--- src/rtl/scan_sel_pkg.sv ---
// Shared types for the scan selector.
// Assumes: the side selections are single-bit choices between two fixed sources.
package scan_sel_pkg;

    // Per-set selections that do not depend on the scan pointer.
    typedef struct packed {
        logic neg0;     // first channel negative: 0 low reference, 1 alternate pin
        logic grp;      // channels 1-3 positive group
        logic grp_neg;  // channels 1-3 negative: 0 low reference, 1 fixed pin
    } side_sel_t;

endpackage

--- src/rtl/bit_seek.sv ---
// Finds the lowest set bit of a mask whose index is at or above a start index.
// Assumes: start may equal WIDTH, which means that no bit qualifies.
module bit_seek #(
    parameter int WIDTH = 32,
    localparam int IDX_W = $clog2(WIDTH)
) (
    input  logic [WIDTH-1:0] mask,
    input  logic [IDX_W:0]   start,
    output logic             found,
    output logic [IDX_W-1:0] idx
);

    // Priority search from the top down so that the lowest qualifying bit wins.
    always_comb begin
        found = 1'b0;
        idx   = '0;
        for (int i = WIDTH - 1; i >= 0; i--) begin
            if (mask[i] && (i >= int'(start))) begin
                found = 1'b1;
                idx   = IDX_W'(i);
            end
        end
    end

endmodule

--- src/rtl/scan_pointer.sv ---
// Holds the scan index and steps it through the set bits of the mask in
// ascending order, wrapping to the lowest set bit with a one-cycle end pulse.
// Assumes: the mask is stable while scanning. When scanning is inactive the
// pointer tracks the lowest set bit, so that a scan starts there.
module scan_pointer #(
    parameter int WIDTH = 32,
    localparam int IDX_W = $clog2(WIDTH)
) (
    input  logic             clk,
    input  logic             rst_n,
    input  logic             active,
    input  logic [WIDTH-1:0] mask,
    input  logic             advance,
    output logic [IDX_W-1:0] ptr,
    output logic             wrap_pulse
);

    logic             low_found;
    logic [IDX_W-1:0] low_idx;
    logic             up_found;
    logic [IDX_W-1:0] up_idx;
    logic [IDX_W:0]   up_start;

    assign up_start = {1'b0, ptr} + 1'b1;

    bit_seek #(.WIDTH(WIDTH)) i_low (
        .mask  (mask),
        .start ('0),
        .found (low_found),
        .idx   (low_idx)
    );

    bit_seek #(.WIDTH(WIDTH)) i_up (
        .mask  (mask),
        .start (up_start),
        .found (up_found),
        .idx   (up_idx)
    );

    // Pointer update: track the lowest bit when idle, step or wrap on advance.
    always_ff @(posedge clk) begin
        if (!rst_n) begin
            ptr        <= '0;
            wrap_pulse <= 1'b0;
        end else if (!active) begin
            ptr        <= low_idx;
            wrap_pulse <= 1'b0;
        end else if (advance && up_found) begin
            ptr        <= up_idx;
            wrap_pulse <= 1'b0;
        end else if (advance) begin
            ptr        <= low_idx;
            wrap_pulse <= low_found;
        end else begin
            wrap_pulse <= 1'b0;
        end
    end

endmodule

--- src/rtl/ab_alternator.sv ---
// Keeps the A/B set flag and selects the active set's codes.
// Assumes: the flag is held at A whenever alternation is off, so that
// alternation always restarts on A.
module ab_alternator #(
    parameter int POS_W = 5
) (
    input  logic                    clk,
    input  logic                    rst_n,
    input  logic                    alt_en,
    input  logic                    advance,
    input  logic [POS_W-1:0]        pos_a,
    input  logic [POS_W-1:0]        pos_b,
    input  scan_sel_pkg::side_sel_t side_a,
    input  scan_sel_pkg::side_sel_t side_b,
    output logic                    sel_b,
    output logic [POS_W-1:0]        pos_act,
    output scan_sel_pkg::side_sel_t side_act
);

    logic flag_b;

    // Set flag: cleared when alternation is off, toggled on each advance.
    always_ff @(posedge clk) begin
        if (!rst_n || !alt_en) begin
            flag_b <= 1'b0;
        end else if (advance) begin
            flag_b <= ~flag_b;
        end
    end

    // Active-set multiplexer; set A is forced while alternation is off.
    always_comb begin
        sel_b    = alt_en & flag_b;
        pos_act  = sel_b ? pos_b  : pos_a;
        side_act = sel_b ? side_b : side_a;
    end

endmodule

--- src/rtl/scan_input_selector.sv ---
// Top level: combines the scan pointer and the A/B alternator into the
// per-cycle input selections for the sample-and-hold channels.
// Assumes: advance is a one-cycle pulse; the mask is changed only while
// scanning is off or together with a restart of the scan.
module scan_input_selector #(
    parameter int NUM_INPUTS = 32,
    localparam int SEL_W = $clog2(NUM_INPUTS)
) (
    input  logic                  clk,
    input  logic                  rst_n,
    input  logic                  scan_en,
    input  logic                  alt_en,
    input  logic [NUM_INPUTS-1:0] scan_mask,
    input  logic                  advance,
    input  logic [SEL_W-1:0]      a_pos,
    input  logic                  a_neg,
    input  logic                  a_grp,
    input  logic                  a_grp_neg,
    input  logic [SEL_W-1:0]      b_pos,
    input  logic                  b_neg,
    input  logic                  b_grp,
    input  logic                  b_grp_neg,
    output logic [SEL_W-1:0]      ch0_pos,
    output logic                  ch0_neg,
    output logic                  grp_sel,
    output logic                  grp_neg,
    output logic                  use_b,
    output logic                  seq_end
);

    import scan_sel_pkg::*;

    side_sel_t        side_a;
    side_sel_t        side_b;
    side_sel_t        side_act;
    logic [SEL_W-1:0] pos_act;
    logic [SEL_W-1:0] scan_idx;
    logic             scan_live;

    // Pack the per-set side selections.
    always_comb begin
        side_a = '{neg0: a_neg, grp: a_grp, grp_neg: a_grp_neg};
        side_b = '{neg0: b_neg, grp: b_grp, grp_neg: b_grp_neg};
    end

    assign scan_live = scan_en & (|scan_mask);

    scan_pointer #(.WIDTH(NUM_INPUTS)) i_ptr (
        .clk        (clk),
        .rst_n      (rst_n),
        .active     (scan_live),
        .mask       (scan_mask),
        .advance    (advance),
        .ptr        (scan_idx),
        .wrap_pulse (seq_end)
    );

    ab_alternator #(.POS_W(SEL_W)) i_alt (
        .clk      (clk),
        .rst_n    (rst_n),
        .alt_en   (alt_en),
        .advance  (advance),
        .pos_a    (a_pos),
        .pos_b    (b_pos),
        .side_a   (side_a),
        .side_b   (side_b),
        .sel_b    (use_b),
        .pos_act  (pos_act),
        .side_act (side_act)
    );

    // Output steering: the scan pointer overrides only the first channel's positive code.
    always_comb begin
        ch0_pos = scan_live ? scan_idx : pos_act;
        ch0_neg = side_act.neg0;
        grp_sel = side_act.grp;
        grp_neg = side_act.grp_neg;
    end

endmodule

--- config.mk ---
export PLATFORM = sky130hd
export DESIGN_NAME = scan_input_selector
export DESIGN_NICKNAME = d
export VERILOG_FILES = /design/src/rtl/scan_sel_pkg.sv /design/src/rtl/bit_seek.sv /design/src/rtl/scan_pointer.sv /design/src/rtl/ab_alternator.sv /design/src/rtl/scan_input_selector.sv
export SDC_FILE = /design/constraint.sdc
export NUM_CORES = 1
export LEC_CHECK = 0
export BUFFER_PORTS_ARGS = -buffer_cell sky130_fd_sc_hd__buf_2
export CAP_MARGIN = 0
export CORE_ASPECT_RATIO = 1.25
export CORE_UTILIZATION = 59
export DETAILED_ROUTE_END_ITERATION = 12
export PLACE_DENSITY_LB_ADDON = 0.2
export SLEW_MARGIN = 20
export SYNTH_ARGS = -nofsm -noshare
export SYNTH_HDL_FRONTEND = slang
export SYNTH_SLANG_ARGS = --single-unit
--- constraint.sdc ---
create_clock -name clk -period 5.1 [get_ports clk]
set_input_delay 1.02 -clock clk [delete_from_list [all_inputs] [get_ports clk]]
set_output_delay 1.02 -clock clk [all_outputs]
set_load 0.05 [all_outputs]
==> run summary <==
* **Synthesis Warnings** 0
* **Worst Tran Pin Value** 1.03 ns
* **# rows** 25
* **CTS tree** done
* **number of global-route vias before repair** 2698
* **net switching power** 0.159 mW
* **routed wire length on met3** 656 um
* **Net Sw Frac** 0.461
* **Starting DRT DRC Count** 178
* **sum of net half-perimeters after detailed placement** 6460 um
* **y dimension of the die** 72.3 um
* **via total after detailed routing** 3018
* **root cell of the clock tree** sky130_fd_sc_hd__clkbuf_8
* **maximum vdd ir drop** 0.0000511 V
* **relative contribution of sequential cells to total power** 0.198
* **number of flops mapped to enable cells by yosys** 0
* **Final Hold Fails** 0
* **Syn Nets** 407
* **Period Utilization, post-route** 0.790
* **count of hold buffers inserted by post-cts repair** 0
* **Core Box Area** 3780 um2
* **Min Clock Period, post-route** 4.03 ns
* **final estimated routing congestion in global placement** 1.01
* **total setup buffers inserted after CTS** 0
* **routed vias/inst** 6.65
* **1st-pass router iterations** 9
* **Worst Hold Path EP** i_alt.flag_b
* **launch instance of the worst register-to-register path** i_ptr.ptr[0]
* **crit path kind** in -> out
* **starting density of the core** 0.616
* **library cells used by synthesis** 82
* **critical path required time** 4.08 ns
* **combined area of the multi-input logic cells** 2010 um2
* **number of fillers in the final layout** 387
* **combinational cell fraction of total power** 0.577
* **total gr overflow** 0
* **n_diodes** 0
* **Worst-path clk slew** 0.04 ns
* **area share of the leading cell type in the synthesized netlist** 0.0693
* **Reg-to-Reg End** i_ptr.ptr[1]
* **min-delay src** i_alt.flag_b
* **top cell types by occurrence after synthesis** sky130_fd_sc_hd__nor2_1, sky130_fd_sc_hd__nand2_1, sky130_fd_sc_hd__a21oi_1
* **largest net degree at the start of global routing** 28
* **overall fraction of global-route tracks in use** 0.389
* **total routed wire length on the met1 layer** 3100 um
* **Syn Area/Cell** 6.64 um2
* **total negative slack** 0 ns
* **highest metal layer with signal wires** met4
* **TritonCTS sink count** 7
* **initial antenna violation count** 0
* **Mapped Cells** 351
* **# IOs** 63
* **slack of the worst reg-to-reg path** 1.07 ns
* **H-Tree Depth** 1
* **hold-critical path depth** 2
* **Crit path arrival time** 3.01 ns
* **depth of the most critical reg-to-reg path** 10
* **Storage cell area** 140 um2
* **status** complete, but fails checks
* **timing-limited maximum frequency** 248 MHz
* **Max Cap Viol** 0
* **post-route DRC violation count** 1
* **Area Growth Syn to Fin** 13.6%
* **worst-case headroom to the max-slew limit** 0.310
* **share of flip-flops with an asynchronous set or reset** 0
* **fraction of final layout cells with drive strength greater than 1** 0.230
* **number of failing setup endpoints in the final timing report** 0
* **worst-path fanout max** 11
* **ys flop type** sky130_fd_sc_hd__dfxtp_1
* **Leak** 1.12 nW
* **clock power share** 0.226
* **antenna-violating nets left** 0
* **x dimension of the die** 58.2 um
* **cell type contributing the most total cell area after synthesis** sky130_fd_sc_hd__nor2_1
* **wire length of the first global-routing pass** 12600 um
* **cell with the most instances after synthesis** sky130_fd_sc_hd__nor2_1
* **internal power summed over all cells** 0.186 mW
* **Worst Setup Start Kind** input pin
* **number of max-slew violations in the final report** 0
* **total wire length** 8160 um
* **post-layout util** 0.700
* **number of buffers between clock root and the deepest sink** 2
* **number of CTS-inserted buffers** 3
* **RSZ-0062 raised after global routing** no
* **Nets** 457
* **CTS-repair resized insts** 0
* **clock latency reported for the late side of the worst-skew pair** 0.22 ns
* **Port Buffer Count** 62
* **Cell Area, Synth** 2330 um2
* **Seq/Total Area, Yosys** 0.0602
* **violations in the final reports** DRC
* **number of synthesized register bits** 7
* **Post-Route Skew** 0.00108 ns
* **Critical Path Sink Type** output port
* **total power divided by cell area** 130 nW/um2
* **die footprint** 4210 um2
* **worst min-delay path class** reg -> reg
* **wire per inst** 18.0 um
* **leading post-synthesis cells by cell area** sky130_fd_sc_hd__nor2_1, sky130_fd_sc_hd__a21oi_1, sky130_fd_sc_hd__dfxtp_1
* **WL met2** 4040 um
[how the worst max path moves through the flow]
stage | startpoint | endpoint | slack (ns) | cells after the start
3_5_place_dp | scan_mask[5] | ch0_pos[1] | 1.10 | 9
6_report | scan_mask[5] | ch0_pos[1] | 1.07 | 9
2_1_floorplan | scan_mask[1] | ch0_pos[0] | 0.61 | 9
3_3_place_gp | i_ptr.ptr[1] | i_ptr.ptr[1] | 1.15 | 10
5_1_grt | i_ptr.ptr[0] | i_ptr.ptr[1] | 0.82 | 10
4_1_cts | scan_mask[5] | ch0_pos[1] | 1.10 | 9
[kinds of logic (layout without fill, tap and decap cells)]
kind of cell	count (synthesis)	in the layout	share of synthesized area
adders and majority gates	3	3	0.0161
xor gates and xnor gates	2	2	0.0107
AOI/OAI and AO/OA	128	128	0.395
DFF	7	7	0.0601
buffers and inverters	33	82	0.0757
muxes	9	9	0.0408
and+or+nand+nor	169	169	0.401
[layer usage]
| layer | up-vias | track usage |
|---|---|---|
| met2 | 170 | 0.691 |
| met5 | - | 0 |
| met1 | 1369 | 0.454 |
| li1 | 1443 | - |
| met3 | 36 | 0.0499 |
| met4 | 0 | 0.185 |
[power groups by stage]
stage | registers [mW] | clock network [mW] | logic, mW
final | 0.0683 | 0.0779 | 0.199
after global routing | 0.0692 | 0.0826 | 0.215
after CTS | 0.0680 | 0.0781 | 0.195
after detailed placement | 0.0688 | 0 | 0.194
after global placement | 0.0687 | 0 | 0.191
after floorplan | 0.0606 | 0 | 0.139
[critical path, cell delays in order]
cell,delay [ns]
sky130_fd_sc_hd__buf_2,0.13
sky130_fd_sc_hd__or4_1,0.56
sky130_fd_sc_hd__and3b_1,0.26
sky130_fd_sc_hd__nand3_1,0.12
sky130_fd_sc_hd__o21ai_1,0.24
sky130_fd_sc_hd__buf_4,0.20
sky130_fd_sc_hd__nor2_1,0.05
sky130_fd_sc_hd__a21oi_1,0.14
sky130_fd_sc_hd__buf_2,0.29
[cell type report]
class                           instances  area share
Timing Repair Buffer                   65       0.126
Tap cell                               54      0.0255
Clock buffer                            4      0.0170
Inverter                               13      0.0184
Multi-Input combinational cell        311       0.760
Sequential cell                         7      0.0529
[flip-flops by register name, indices dropped and copies added, names as in the netlist]
signal and flops:
i_ptr.ptr 5, i_alt.flag_b 1, i_ptr.wrap_pulse 1
[cell usage in the layout, fill, tap and decap left out, types with 3 or more instances in the layout]
master	Yosys	final
sky130_fd_sc_hd__a21o_1	4	4
sky130_fd_sc_hd__or4_1	4	4
sky130_fd_sc_hd__nand3b_1	5	5
sky130_fd_sc_hd__a211oi_1	3	3
sky130_fd_sc_hd__nor3b_1	4	4
sky130_fd_sc_hd__a21boi_1	3	3
sky130_fd_sc_hd__nor4_1	5	5
sky130_fd_sc_hd__buf_2	6	62
sky130_fd_sc_hd__clkbuf_8	0	3
sky130_fd_sc_hd__dfxtp_1	7	7
sky130_fd_sc_hd__o21ai_0	13	13
sky130_fd_sc_hd__a31oi_1	6	6
sky130_fd_sc_hd__o211ai_1	4	4
sky130_fd_sc_hd__o31a_1	3	3
sky130_fd_sc_hd__a211o_1	3	3
sky130_fd_sc_hd__ha_1	3	3
sky130_fd_sc_hd__buf_4	6	3
sky130_fd_sc_hd__o2111ai_1	3	3
sky130_fd_sc_hd__nor2b_1	3	3
sky130_fd_sc_hd__a21oi_1	30	30
sky130_fd_sc_hd__and2_1	8	8
sky130_fd_sc_hd__inv_1	13	13
sky130_fd_sc_hd__mux2_2	4	4
sky130_fd_sc_hd__and3_1	6	6
sky130_fd_sc_hd__nor2_1	43	43
sky130_fd_sc_hd__o31ai_1	3	3
sky130_fd_sc_hd__nand2b_1	8	8
sky130_fd_sc_hd__nor3_1	13	13
sky130_fd_sc_hd__nand2_1	33	33
sky130_fd_sc_hd__a32o_1	3	3
sky130_fd_sc_hd__mux2i_1	5	5
sky130_fd_sc_hd__o21ai_1	10	10
sky130_fd_sc_hd__nand4_1	5	5
sky130_fd_sc_hd__a2111oi_0	3	3
sky130_fd_sc_hd__a221oi_1	3	3
sky130_fd_sc_hd__nand3_1	13	13
[through the flow]
| stage | hold slack [ns] | instance area [um2] | setup WS [ns] | power [mW] | std cells |
|---|---|---|---|---|---|
| final | 0.618 | 2650 | 1.07 | 0.345 | 454 |
| after global routing | 0.651 | 2650 | 0.819 | 0.366 | 454 |
| after CTS | 0.621 | 2650 | 1.10 | 0.341 | 454 |
| after detailed placement | 0.613 | 2600 | 1.10 | 0.263 | 450 |
| after global placement | 0.618 | 2600 | 1.15 | 0.260 | 450 |
| after floorplan | 0.588 | 2330 | 0.615 | 0.200 | 351 |
(Power assumes the default switching activity.)
